--- src/rtl/rxstat_pkg.sv ---
package rxstat_pkg;
    typedef enum logic [1:0] {
        ST_STARVE = 2'b00,
        ST_HUNGRY = 2'b01,
        ST_SATED  = 2'b10,
        ST_FRAME  = 2'b11
    } fifo_stat_e;
endpackage

--- src/rtl/rxstat_classify.sv ---
module rxstat_classify
    import rxstat_pkg::*;
#(
    parameter int NUM_PORTS = 8,
    parameter int FILL_W    = 16
) (
    input  logic [NUM_PORTS*FILL_W-1:0] fill_i,
    input  logic [FILL_W-1:0]           ae_i,
    input  logic [FILL_W-1:0]           af_i,
    output logic [NUM_PORTS*2-1:0]      class_o
);
    for (genvar g = 0; g < NUM_PORTS; g++) begin : g_port
        logic [FILL_W-1:0] lvl;
        assign lvl = fill_i[g*FILL_W +: FILL_W];
        always_comb begin
            if (lvl >= af_i)      class_o[g*2 +: 2] = ST_SATED;
            else if (lvl < ae_i)  class_o[g*2 +: 2] = ST_STARVE;
            else                  class_o[g*2 +: 2] = ST_HUNGRY;
        end
    end
endmodule

--- src/rtl/rxstat_scan.sv ---
module rxstat_scan #(
    parameter int NUM_PORTS = 8,
    parameter int CNT_W     = 4,
    parameter int IDX_W     = 3
) (
    input  logic             clk,
    input  logic             rst_n,
    input  logic [CNT_W-1:0] count_i,
    output logic [IDX_W-1:0] idx_o
);
    typedef struct packed {
        logic [IDX_W-1:0] idx;
    } scan_t;

    scan_t            scan_d, scan_q;
    logic [CNT_W-1:0] eff_cnt;
    logic [IDX_W-1:0] last_idx;

    always_comb begin
        eff_cnt  = (count_i > CNT_W'(NUM_PORTS)) ? CNT_W'(NUM_PORTS) : count_i;
        last_idx = (eff_cnt == '0) ? '0 : IDX_W'(eff_cnt - CNT_W'(1));
        scan_d   = scan_q;
        if (scan_q.idx >= last_idx) scan_d.idx = '0;
        else                        scan_d.idx = scan_q.idx + IDX_W'(1);
    end

    always_ff @(posedge clk or negedge rst_n) begin
        if (!rst_n) scan_q <= '0;
        else        scan_q <= scan_d;
    end

    assign idx_o = scan_q.idx;

    // wrap to port 0 after the last provisioned port
    p_scan_wrap_r4: assert property (@(posedge clk) disable iff (!rst_n)
        (scan_q.idx >= last_idx) |=> (scan_q.idx == '0));

    // one port per clock
    p_scan_step_r4: assert property (@(posedge clk) disable iff (!rst_n)
        (scan_q.idx < last_idx) |=> (scan_q.idx == $past(scan_q.idx) + IDX_W'(1)));
endmodule

--- src/rtl/rxstat_ram.sv ---
module rxstat_ram #(
    parameter int ADDR_W = 8
) (
    input  logic              clk,
    input  logic              rst_n,
    input  logic              we_i,
    input  logic [ADDR_W-1:0] waddr_i,
    input  logic [1:0]        wdata_i,
    input  logic [ADDR_W-1:0] raddr_i,
    output logic [1:0]        rdata_o
);
    localparam int DEPTH = 1 << ADDR_W;

    logic [1:0] mem_d [DEPTH];
    logic [1:0] mem_q [DEPTH];

    always_comb begin
        mem_d = mem_q;
        if (we_i) mem_d[waddr_i] = wdata_i;
    end

    always_ff @(posedge clk or negedge rst_n) begin
        if (!rst_n) begin
            for (int i = 0; i < DEPTH; i++) mem_q[i] <= 2'b00;
        end else begin
            mem_q <= mem_d;
        end
    end

    assign rdata_o = mem_q[raddr_i];

    // a write lands in the addressed entry
    p_ram_write_r6: assert property (@(posedge clk) disable iff (!rst_n)
        we_i |=> (mem_q[$past(waddr_i)] == $past(wdata_i)));
endmodule

--- src/rtl/rxstat_edge_out.sv ---
module rxstat_edge_out #(
    parameter int IDX_W = 3
) (
    input  logic             clk,
    input  logic             rst_n,
    input  logic             rise_sel_i,
    input  logic [1:0]       stat_i,
    input  logic [IDX_W-1:0] port_i,
    output logic [1:0]       stat_o,
    output logic [IDX_W-1:0] port_o
);
    typedef struct packed {
        logic [1:0]       stat;
        logic [IDX_W-1:0] port;
    } out_t;

    out_t neg_d, neg_q;

    always_comb begin
        neg_d.stat = stat_i;
        neg_d.port = port_i;
    end

    always_ff @(negedge clk or negedge rst_n) begin
        if (!rst_n) neg_q <= '{stat: 2'b11, port: '0};
        else        neg_q <= neg_d;
    end

    assign stat_o = rise_sel_i ? stat_i : neg_q.stat;
    assign port_o = rise_sel_i ? port_i : neg_q.port;
endmodule

--- src/rtl/rx_fifo_status_gen.sv ---
module rx_fifo_status_gen
    import rxstat_pkg::*;
#(
    parameter int NUM_PORTS = 8,
    parameter int FILL_W    = 16,
    parameter int ADDR_W    = 8,
    localparam int CNT_W    = $clog2(NUM_PORTS + 1),
    localparam int IDX_W    = (NUM_PORTS > 1) ? $clog2(NUM_PORTS) : 1
) (
    input  logic                        clk,
    input  logic                        rst_n,
    input  logic [NUM_PORTS*FILL_W-1:0] fill_level,
    input  logic [FILL_W-1:0]           thr_empty,
    input  logic [FILL_W-1:0]           thr_full,
    input  logic [CNT_W-1:0]            port_count,
    input  logic                        ovr_en,
    input  logic                        ovr_valid,
    input  logic [ADDR_W-1:0]           ovr_port,
    input  logic [1:0]                  ovr_code,
    input  logic                        rise_sel,
    output logic [1:0]                  status_o,
    output logic [IDX_W-1:0]            port_o
);
    typedef struct packed {
        logic [1:0]       stat;
        logic [IDX_W-1:0] port;
    } pipe_t;

    logic [NUM_PORTS*2-1:0] class_vec;
    logic [IDX_W-1:0]       scan_idx;
    logic [1:0]             ram_rd;
    logic                   ram_we;
    pipe_t                  pipe_d, pipe_q;

    rxstat_classify #(.NUM_PORTS(NUM_PORTS), .FILL_W(FILL_W)) u_classify (
        .fill_i  (fill_level),
        .ae_i    (thr_empty),
        .af_i    (thr_full),
        .class_o (class_vec)
    );

    rxstat_scan #(.NUM_PORTS(NUM_PORTS), .CNT_W(CNT_W), .IDX_W(IDX_W)) u_scan (
        .clk     (clk),
        .rst_n   (rst_n),
        .count_i (port_count),
        .idx_o   (scan_idx)
    );

    assign ram_we = ovr_en & ovr_valid;

    rxstat_ram #(.ADDR_W(ADDR_W)) u_ram (
        .clk     (clk),
        .rst_n   (rst_n),
        .we_i    (ram_we),
        .waddr_i (ovr_port),
        .wdata_i (ovr_code),
        .raddr_i (ADDR_W'(scan_idx)),
        .rdata_o (ram_rd)
    );

    always_comb begin
        pipe_d.port = scan_idx;
        pipe_d.stat = ovr_en ? ram_rd : class_vec[2*scan_idx +: 2];
    end

    always_ff @(posedge clk or negedge rst_n) begin
        if (!rst_n) pipe_q <= '{stat: ST_FRAME, port: '0};
        else        pipe_q <= pipe_d;
    end

    rxstat_edge_out #(.IDX_W(IDX_W)) u_edge (
        .clk        (clk),
        .rst_n      (rst_n),
        .rise_sel_i (rise_sel),
        .stat_i     (pipe_q.stat),
        .port_i     (pipe_q.port),
        .stat_o     (status_o),
        .port_o     (port_o)
    );

    // threshold mode never yields the reserved framing code
    p_no_frame_code_r1: assert property (@(posedge clk) disable iff (!rst_n)
        !ovr_en |=> (pipe_q.stat != ST_FRAME));
endmodule

--- config.mk ---
export PLATFORM = sky130hd
export DESIGN_NAME = rx_fifo_status_gen
export DESIGN_NICKNAME = d
export VERILOG_FILES = /design/src/rtl/rxstat_pkg.sv /design/src/rtl/rxstat_classify.sv /design/src/rtl/rxstat_scan.sv /design/src/rtl/rxstat_ram.sv /design/src/rtl/rxstat_edge_out.sv /design/src/rtl/rx_fifo_status_gen.sv
export SDC_FILE = /design/constraint.sdc
export NUM_CORES = 1
export LEC_CHECK = 0
export BUFFER_PORTS_ARGS = -buffer_cell sky130_fd_sc_hd__clkbuf_2
export CORE_ASPECT_RATIO = 0.7
export CORE_MARGIN = 4
export CORE_UTILIZATION = 50
export DETAILED_ROUTE_END_ITERATION = 12
export GPL_ROUTABILITY_DRIVEN = 1
export HOLD_SLACK_MARGIN = 0.06
export PLACE_DENSITY = 0.8
export RECOVER_POWER = 25
export SYNTH_ARGS = -nofsm -noshare
export SYNTH_HDL_FRONTEND = slang
export SYNTH_SLANG_ARGS = --single-unit
export TNS_END_PERCENT = 100
--- constraint.sdc ---
create_clock -name clk -period 1.9 [get_ports clk]
set_clock_uncertainty 0.1 [all_clocks]
set_input_delay 0.38 -clock clk [delete_from_list [all_inputs] [get_ports clk]]
set_output_delay 0.38 -clock clk [all_outputs]
set_load 0.005 [all_outputs]
==> metrics, run 1 <==
Post-synth EDFFs 0; IO Count 184; Pwr Total 4.777 mW; Layout area overhead 51.26%; antenna cells 0; Synth area leaders ha_1 47%, dfrtp_1 8.2%, a21oi_1 6.0%; dpl hpwl 20910 um; clk sinks 29; # H-tree levels 2; kind of end point of the critical path flip-flop; grt total ovfl 0; Reg power frac 19.2%; status finished, violations left; first-pass GRT wire length 39930 um; post-synth cell types 58; most used cell, CP o21ai_1; fillers 766; Static Leakage 5.339 nW; HP Class primary input to flip-flop; Yosys top cell area share 46.95%; Max Cap Violations 0; number of core rows 35; wire per inst 22.82 um; placed instance area 9251 um2; cell area after synthesis 6715 um2; CTS root buf clkbuf_16; WHS 0.4010 ns; Die W 146.5 um; final hold viol count 0; violated checks negative setup slack; relative slew slack 57.43%; port bufs 183; vias in the first global route 8000; Final GP Congestion 0.9498; Tmin final 2.728 ns; Comb pwr share 64.3%; Post-synth top cells 252 x ha_1, 80 x a21oi_1, 50 x nand2_1; Max clock buf depth 2; Net Count, Synth 1190; Clock power frac 16.5%; Synth Warn # 0; clk_lat worst skew 0.28 ns; final antenna-violating net count 0; via count 8542; largest net degree at the start of global routing 20; f_max 0.3666 GHz; global-route usage over all layers 32.18%; flop2flop setup slack -0.42 ns; RSZ-0062 raised after global routing true; crit path buf inv count 3; slowest stage cell, crit path mux4_2; leading area contributor after synthesis ha_1; Main synth FF type dfrtp_1; Worst EP required 1.99 ns; critical path startpoint thr_full[1]; Hold Path Sink u_ram.mem_q[503]; Die Span Y 105.0 um; Stages on worst setup path 11; CP max stage delay 0.47 ns; Hold Path Depth 2; pre-CTS setup slack -1.025 ns; Mapped Cells 759; sequential area share after synthesis 10.88%; layout cells sized above 1 42.44%; power density cells 470.3 nW/um2; top-count cell post-synth ha_1; r2r worst-path depth 8; worst slew pin tran 0.6225 ns; Avg Cell Area, Syn 8.847 um2; asr flop ratio synth 100.0%; Slew Viols, Final 0; CP top delay family compound AO/OA/AOI/OAI gates; area of the die 15380 um2; Crit Reg-Reg Endpoint pipe_q[3]; CTS tree done; VDD IR max 0.3828 mV; Final Util 77.31%; switching power share of the total 42.22%; Vias/cell 6.551; final setup fails 22; crit path kind primary input to flip-flop; total wire length 29750 um; Worst Min Path Start ovr_code[1]; worst setup margin -0.8276 ns; DR iter-0 viols 1037; Int Pwr 2.760 mW; final net count 1568; fin crit share 143.6%; post-synthesis register bit count 29; post-route cell area 10160 um2; initial antenna violation count 0; initial core utilization 51.11%; CP max FO 5; CTS buffer count 5; Sw Pwr 2.017 mW; DRC 0; clock slew at reported path FFs 0.05 ns; Worst Setup Start Kind primary input; core area 13140 um2; FF-to-FF Start u_scan.idx_o[0]; critical-path cell list buf_6 > clkinvlp_4 > buf_4 > ha_1 > nor3b_1 > o21ai_1 > a21oi_2 > o21ai_1 > a221o_1 > a32o_2 > mux4_2; CP arrival 2.82 ns; drt pass-1 iters 6
cells by family after synthesis:
| group | count (synthesis) | synth area share [%] |
|---|---|---|
| AO/OA/AOI/OAI | 218 | 20.29 |
| XOR/XNOR | 1 | 0.1305 |
| buffers and inverters | 48 | 2.683 |
| multiplexers | 26 | 5.199 |
| flip-flops | 29 | 10.88 |
| AND/OR/NAND/NOR | 185 | 13.86 |
| adder cells (fa/ha/maj) | 252 | 46.95 |
metrics by stage:
stage | setup TNS, ns | cells
after floorplan | -1.932 | 759
after global placement | -5.448 | 1271
after detailed placement | -6.761 | 1271
after CTS | -3.937 | 1296
after global routing | -5.792 | 1304
final | -4.909 | 1304
routing by layer:
layer	global-route usage [%]	wire, um
met3	3.988	3524
met2	52.03	12780
met4	11.41	1842
met5	0	0
met1	44.22	11610
worst max path at each step:
| stage | to | slack (ns) |
|---|---|---|
| floorplan | pipe_q[4] | -0.55 |
| global placement | pipe_q[4] | -0.89 |
| detailed placement | pipe_q[4] | -1.02 |
| CTS | status_o[0] | -0.63 |
| global route | pipe_q[3] | -0.79 |
| finish | pipe_q[4] | -0.83 |
placed cells by master, fill, tap and decap left out, types with 13 or more instances in the layout:
master,synthesis,final
buf_4,0,169
ha_1,252,224
dfrtp_1,22,22
o21ai_1,13,13
nor2_1,47,46
a21oi_1,80,73
a21o_1,23,23
nand2_1,50,50
clkbuf_2,0,180
ha_4,0,28
o21ai_0,38,35
mux2_4,0,16
nand4_1,16,16
inv_1,46,33
nor3_1,19,16
registers in the layout, summed over array words and instances (netlist names):
register and cells:
u_ram.mem_q 16, pipe_q 5, u_scan.idx_o 3, u_edge.neg_q 5
repair_timing:
item                                    in CTS  in global routing
gates cloned                                 0                  0
endpoints found under the setup margin      12                 19
hold buffers                                 1                  0
gates resized for setup                     38                 60
hold endpoints to repair                     5                  0
buffers inserted                            15                  8
pin swaps                                   23                 27
layout make-up:
cell class              instances  area [um2]  area share [%]
multi-input cells             682        6417           63.18
flip-flops and latches         29       730.7           7.194
clock inverters                 5       23.77          0.2340
well taps                     166       207.7           2.045
inverters                      45       202.7           1.996
clock buffers                   5       125.1           1.232
repair buffers                372        2450           24.12
power by group through the flow:
stage | combinational (mW) | clock, mW | sequential (mW)
floorplan | 1.35 | 0.00989 | 0.854
global placement | 2.40 | 0.00989 | 0.894
detailed placement | 2.52 | 0.00989 | 0.905
CTS | 2.67 | 0.775 | 0.904
global route | 3.26 | 0.821 | 0.921
finish | 3.07 | 0.790 | 0.917
No activity file was read; power rests on OpenSTA's default activity.
==> inputs of run 2 (changes only) <==
--- a/config.mk
+++ b/config.mk
@@ -5,14 +5,17 @@
 export SDC_FILE = /design/constraint.sdc
 export NUM_CORES = 1
 export LEC_CHECK = 0
+export ABC_AREA = 1
 export BUFFER_PORTS_ARGS = -buffer_cell sky130_fd_sc_hd__clkbuf_2
+export CELL_PAD_IN_SITES_DETAIL_PLACEMENT = 1
+export CELL_PAD_IN_SITES_GLOBAL_PLACEMENT = 2
 export CORE_ASPECT_RATIO = 0.7
 export CORE_MARGIN = 4
-export CORE_UTILIZATION = 50
+export CORE_UTILIZATION = 27
 export DETAILED_ROUTE_END_ITERATION = 12
 export GPL_ROUTABILITY_DRIVEN = 1
 export HOLD_SLACK_MARGIN = 0.06
-export PLACE_DENSITY = 0.8
+export PLACE_DENSITY_LB_ADDON = 0.1
 export RECOVER_POWER = 25
 export SYNTH_ARGS = -nofsm -noshare
 export SYNTH_HDL_FRONTEND = slang
==> metrics, run 2 <==
global-route usage over all layers 19.49%; cell area after synthesis 7269 um2; final setup fails 9; clock slew at reported path FFs 0.05 ns; layout cells sized above 1 31.03%; Comb pwr share 65.6%; top flop regs u_ram.mem_q x16, pipe_q x5, u_edge.neg_q x5; commonest non-fill, non-tap cell in the layout nand2_1; Hold Path Sink pipe_q[4]; slowest stage cell, crit path dfstp_2; sequential area share after synthesis 10.05%; Yosys top cell area share 43.37%; Layout area overhead 46.75%; DR iter-0 viols 242; DRC 0; relative slew slack 48.59%; IO Count 184; violated checks negative setup slack; Hold Path Depth 3; CP max stage delay 0.51 ns; Reg power frac 18.1%; # H-tree levels 2; clk_lat worst skew 0.28 ns; Worst EP required 1.42 ns; crit path kind flip-flop to primary output; grt total ovfl 0; final net count 1774; Mapped Cells 1062; Max clock buf depth 2; final hold viol count 0; CTS tree done; Avg Cell Area, Syn 6.845 um2; number of core rows 49; post-synthesis register bit count 29; Sw Pwr 2.206 mW; Post-synth EDFFs 0; via count 7970; Crit Reg-Reg Endpoint pipe_q[3]; fillers 3327; vias in the first global route 8326; Slew Viols, Final 0; CTS buffer count 5; Largest register FFs 16; placed instance area 9195 um2; register bank with the most flops u_ram.mem_q; Post-synth top cells 323 x nand2_1, 252 x ha_1, 127 x inv_1; largest net degree at the start of global routing 22; FF-to-FF Start u_scan.idx_o[0]; DP Cell Count 1657; status finished, violations left; top-count cell post-synth nand2_1; post-route cell area 10670 um2; Worst Setup Start Kind flip-flop; drt pass-1 iters 4; core area 26120 um2; Die W 204.1 um; HP Class primary input to flip-flop; Vias/cell 4.680; initial core utilization 27.83%; Int Pwr 2.621 mW; power density cells 452.5 nW/um2; Clock power frac 16.3%; Max Cap Violations 0; Synth area leaders ha_1 43%, nand2_1 17%, dfrtp_1 7.6%; asr flop ratio synth 100.0%; kind of end point of the critical path primary output; r2r worst-path depth 5; port bufs 183; Net Count, Synth 1493; area of the die 29660 um2; Main synth FF type dfrtp_1; RSZ-0062 raised after global routing true; final antenna-violating net count 0; worst slew pin tran 0.7712 ns; leading area contributor after synthesis ha_1; CP max FO 1; Final Non-Filler Cells 1703; Die Span Y 145.3 um; Pwr Total 4.827 mW; worst setup margin -0.6060 ns; first-pass GRT wire length 45460 um; Synth Warn # 0; total wire length 30420 um; Worst Min Path Start ovr_en; dpl hpwl 26320 um; critical-path cell list mux2_4 > buf_6; wire per inst 17.86 um; initial antenna violation count 2; CP arrival 2.03 ns; post-synth cell types 34; Final GP Congestion 0.8302; clk sinks 29; switching power share of the total 45.71%; CTS root buf clkbuf_16; Static Leakage 5.677 nW; VDD IR max 0.3211 mV; flop2flop setup slack -0.05 ns; most frequent cells in the layout 300 x nand2_1, 206 x ha_1, 174 x clkbuf_2
[run 2: area by class of cell]
class                      instances  area (um2)  share of cell area [%]
multi-input combinational        901        6832                   64.04
timing repair buffer             277        1972                   18.48
antenna                            2       5.005                 0.04692
tap                              357       446.7                   4.187
sequential                        29       730.7                   6.850
inverter                         127       536.8                   5.032
clock inverter                     4       16.27                  0.1525
clock buffer                       6       128.9                   1.208
[run 2: timing repair]
item                                    CTS  global route
resized for setup                        35           123
hold buffers                              1             0
endpoints found under the hold margin     3             0
endpoints found under the setup margin    7             7
pin swaps                                10            66
buffers inserted                         19            15
[run 2: worst max-delay path: cells and delay by family (launching register included)]
family / cells / cell delay, ns
buffers and inverters: 1 / 0.09
multiplexers: 1 / 0.14
flip-flops: 1 / 0.51
[run 2: cell families (layout without fill, tap and decap cells)]
| family | after synthesis | in the layout | synth area share [%] |
|---|---|---|---|
| AND/OR/NAND/NOR | 471 | 471 | 26.11 |
| adder cells (fa/ha/maj) | 252 | 252 | 43.37 |
| AO/OA/AOI/OAI | 172 | 172 | 12.62 |
| buffers and inverters | 132 | 414 | 6.953 |
| flip-flops | 29 | 29 | 10.05 |
| multiplexers | 5 | 5 | 0.7745 |
| XOR/XNOR | 1 | 1 | 0.1205 |
| other | 0 | 2 | 0 |
[run 2: routing by layer]
layer / vias to the layer above / global-route usage (%) / wire [um]
met5: - / 0 / 0
met4: 0 / 2.042 / 178
met3: 14 / 1.718 / 712
met2: 94 / 29.87 / 13090
met1: 3712 / 30.49 / 16440
li1: 4150 / - / -
[run 2: how the worst max path moves through the flow]
stage	slack, ns	from	cells past startpoint	to
floorplan	-0.15	u_edge.neg_q[3]	1	status_o[0]
global route	-0.64	u_edge.neg_q[3]	2	status_o[0]
global placement	-0.45	thr_full[9]	16	pipe_q[3]
finish	-0.61	u_edge.neg_q[3]	2	status_o[0]
detailed placement	-0.52	thr_full[3]	15	pipe_q[3]
CTS	-0.63	u_edge.neg_q[3]	2	status_o[0]
[run 2: power groups by stage]
| stage | Sequential (mW) | Clock, mW | Combinational [mW] |
|---|---|---|---|
| after global placement | 0.880 | 0.00989 | 2.71 |
| after floorplan | 0.846 | 0.00989 | 1.61 |
| after global routing | 0.889 | 0.844 | 3.60 |
| final | 0.872 | 0.787 | 3.17 |
| after CTS | 0.876 | 0.801 | 2.89 |
| after detailed placement | 0.886 | 0.00989 | 2.76 |
[run 2: through the flow]
step                      hold slack [ns]  setup slack (ns)  utilization (%)  setup TNS, ns
after floorplan                  -0.01559           -0.1518                -        -0.5693
final                              0.3041           -0.6060            40.85         -2.961
after detailed placement           0.1591           -0.5162            35.21         -2.148
after CTS                          0.3108           -0.6264            37.34         -3.004
after global routing               0.3268           -0.6380            40.85         -3.970
after global placement             0.1528           -0.4476            35.21         -1.988
==> inputs of run 3 (changes only) <==
--- a/config.mk
+++ b/config.mk
@@ -11,7 +11,7 @@
 export CELL_PAD_IN_SITES_GLOBAL_PLACEMENT = 2
 export CORE_ASPECT_RATIO = 0.7
 export CORE_MARGIN = 4
-export CORE_UTILIZATION = 27
+export CORE_UTILIZATION = 30
 export DETAILED_ROUTE_END_ITERATION = 12
 export GPL_ROUTABILITY_DRIVEN = 1
 export HOLD_SLACK_MARGIN = 0.06
==> constraint.sdc (replaced) <==
create_clock -name clk -period 2.6 [get_ports clk]
set_clock_uncertainty 0.1 [all_clocks]
set_input_delay 0.52 -clock clk [delete_from_list [all_inputs] [get_ports clk]]
set_output_delay 0.52 -clock clk [all_outputs]
set_load 0.005 [all_outputs]
==> metrics, run 3 (same netlist as run 2, synthesis figures left out) <==
CP max stage delay 0.35 ns; final net count 1712; final antenna-violating net count 0; CTS tree done; CP max FO 1; IO Count 184; global-route usage over all layers 19.80%; status finished, violations left; Largest register FFs 16; top flop regs u_ram.mem_q x16, pipe_q x5, u_edge.neg_q x5; final hold viol count 0; drt pass-1 iters 4; clock slew at reported path FFs 0.05 ns; CP top delay family flip-flops; kind of end point of the critical path primary output; CP arrival 2.37 ns; worst setup margin -0.3871 ns; Slew Viols, Final 0; most frequent cells in the layout 323 x nand2_1, 252 x ha_1, 181 x clkbuf_2; vias in the first global route 8092; first-pass GRT wire length 43080 um; Final GP Congestion 0.8061; total wire length 26810 um; VDD IR max 0.4143 mV; clk sinks 29; post-route cell area 9189 um2; Worst EP required 1.98 ns; layout cells sized above 1 18.33%; violated checks negative setup slack; Max clock buf depth 2; register bank with the most flops u_ram.mem_q; slowest stage cell, crit path dfstp_2; final setup fails 5; wire per inst 16.75 um; Pwr Total 3.265 mW; DRC 0; relative slew slack 45.46%; Die Span Y 138.2 um; Max Cap Violations 0; Vias/cell 4.789; RSZ-0062 raised after global routing true; commonest non-fill, non-tap cell in the layout nand2_1; HP Class flip-flop to flip-flop; crit path kind flip-flop to primary output; initial core utilization 30.60%; worst slew pin tran 0.8181 ns; clk_lat worst skew 0.28 ns; Layout area overhead 26.40%; number of core rows 47; power density cells 355.3 nW/um2; dpl hpwl 24210 um; largest net degree at the start of global routing 22; fillers 3081; DR iter-0 viols 239; CTS root buf clkbuf_16; critical-path cell list mux2_4 > buf_6; placed instance area 8991 um2; grt total ovfl 0; Die W 194.1 um; Final Util 38.68%; crit path buf inv count 1; via count 7667; Worst Setup Start Kind flip-flop; # H-tree levels 2; initial antenna violation count 1; Static Leakage 5.405 nW; core area 23760 um2; CTS buffer count 5; area of the die 26830 um2; port bufs 183
[run 3: per-layer routing]
layer	GRT usage (%)	routed length [um]
met4	1.183	153
met3	2.140	680
met5	0	0
met2	31.26	11280
met1	30.47	14700
[run 3: layout make-up]
type	instances	area [um2]	share of cell area, %
Timing Repair Buffer	215	1364	14.84
Tap cell	318	397.9	4.330
Antenna cell	1	2.502	0.02723
Clock buffer	5	125.1	1.362
Sequential cell	29	730.7	7.952
Multi-Input combinational cell	901	6045	65.78
Clock inverter	5	47.55	0.5174
Inverter	127	476.7	5.188
[run 3: where the power goes]
part           total, mW  internal, mW  switching [mW]
registers          0.643         0.572          0.0713
clock network      0.668         0.450           0.218
logic               1.95         0.808            1.15
[run 3: worst paths after layout]
| kind | from | to | depth (start not counted) | slack, ns |
|---|---|---|---|---|
| max reg2reg | pipe_q[3] | u_edge.neg_q[3] | 0 | 0.66 |
| min reg2reg | u_scan.idx_o[0] | pipe_q[0] | 0 | 0.37 |
| max in group asynchronous | rst_n | u_edge.neg_q[3] | 2 | 0.18 |
| min | u_scan.idx_o[0] | pipe_q[0] | 0 | 0.37 |
| min in group asynchronous | rst_n | pipe_q[0] | 2 | 0.62 |
| max | u_edge.neg_q[4] | status_o[1] | 2 | -0.39 |
[run 3: through the flow]
| step | cells | worst slack [ns] | TNS (ns) | hold WS (ns) |
|---|---|---|---|---|
| after floorplan | 1062 | 0.05326 | 0 | 0.1244 |
| after global placement | 1590 | -0.04632 | -0.09039 | 0.2834 |
| after detailed placement | 1590 | -0.05279 | -0.09225 | 0.2925 |
| after CTS | 1600 | -0.4051 | -1.747 | 0.3661 |
| after global routing | 1601 | -0.4234 | -1.847 | 0.3921 |
| final | 1601 | -0.3871 | -1.678 | 0.3680 |
[run 3: timing repair]
item | 4_1_cts | 5_1_grt
hold buffers | 1 | 0
setup buffers | 0 | 0
resized for setup | 1 | 5
setup endpoints to repair | 5 | 5
hold endpoints to repair | 3 | 0
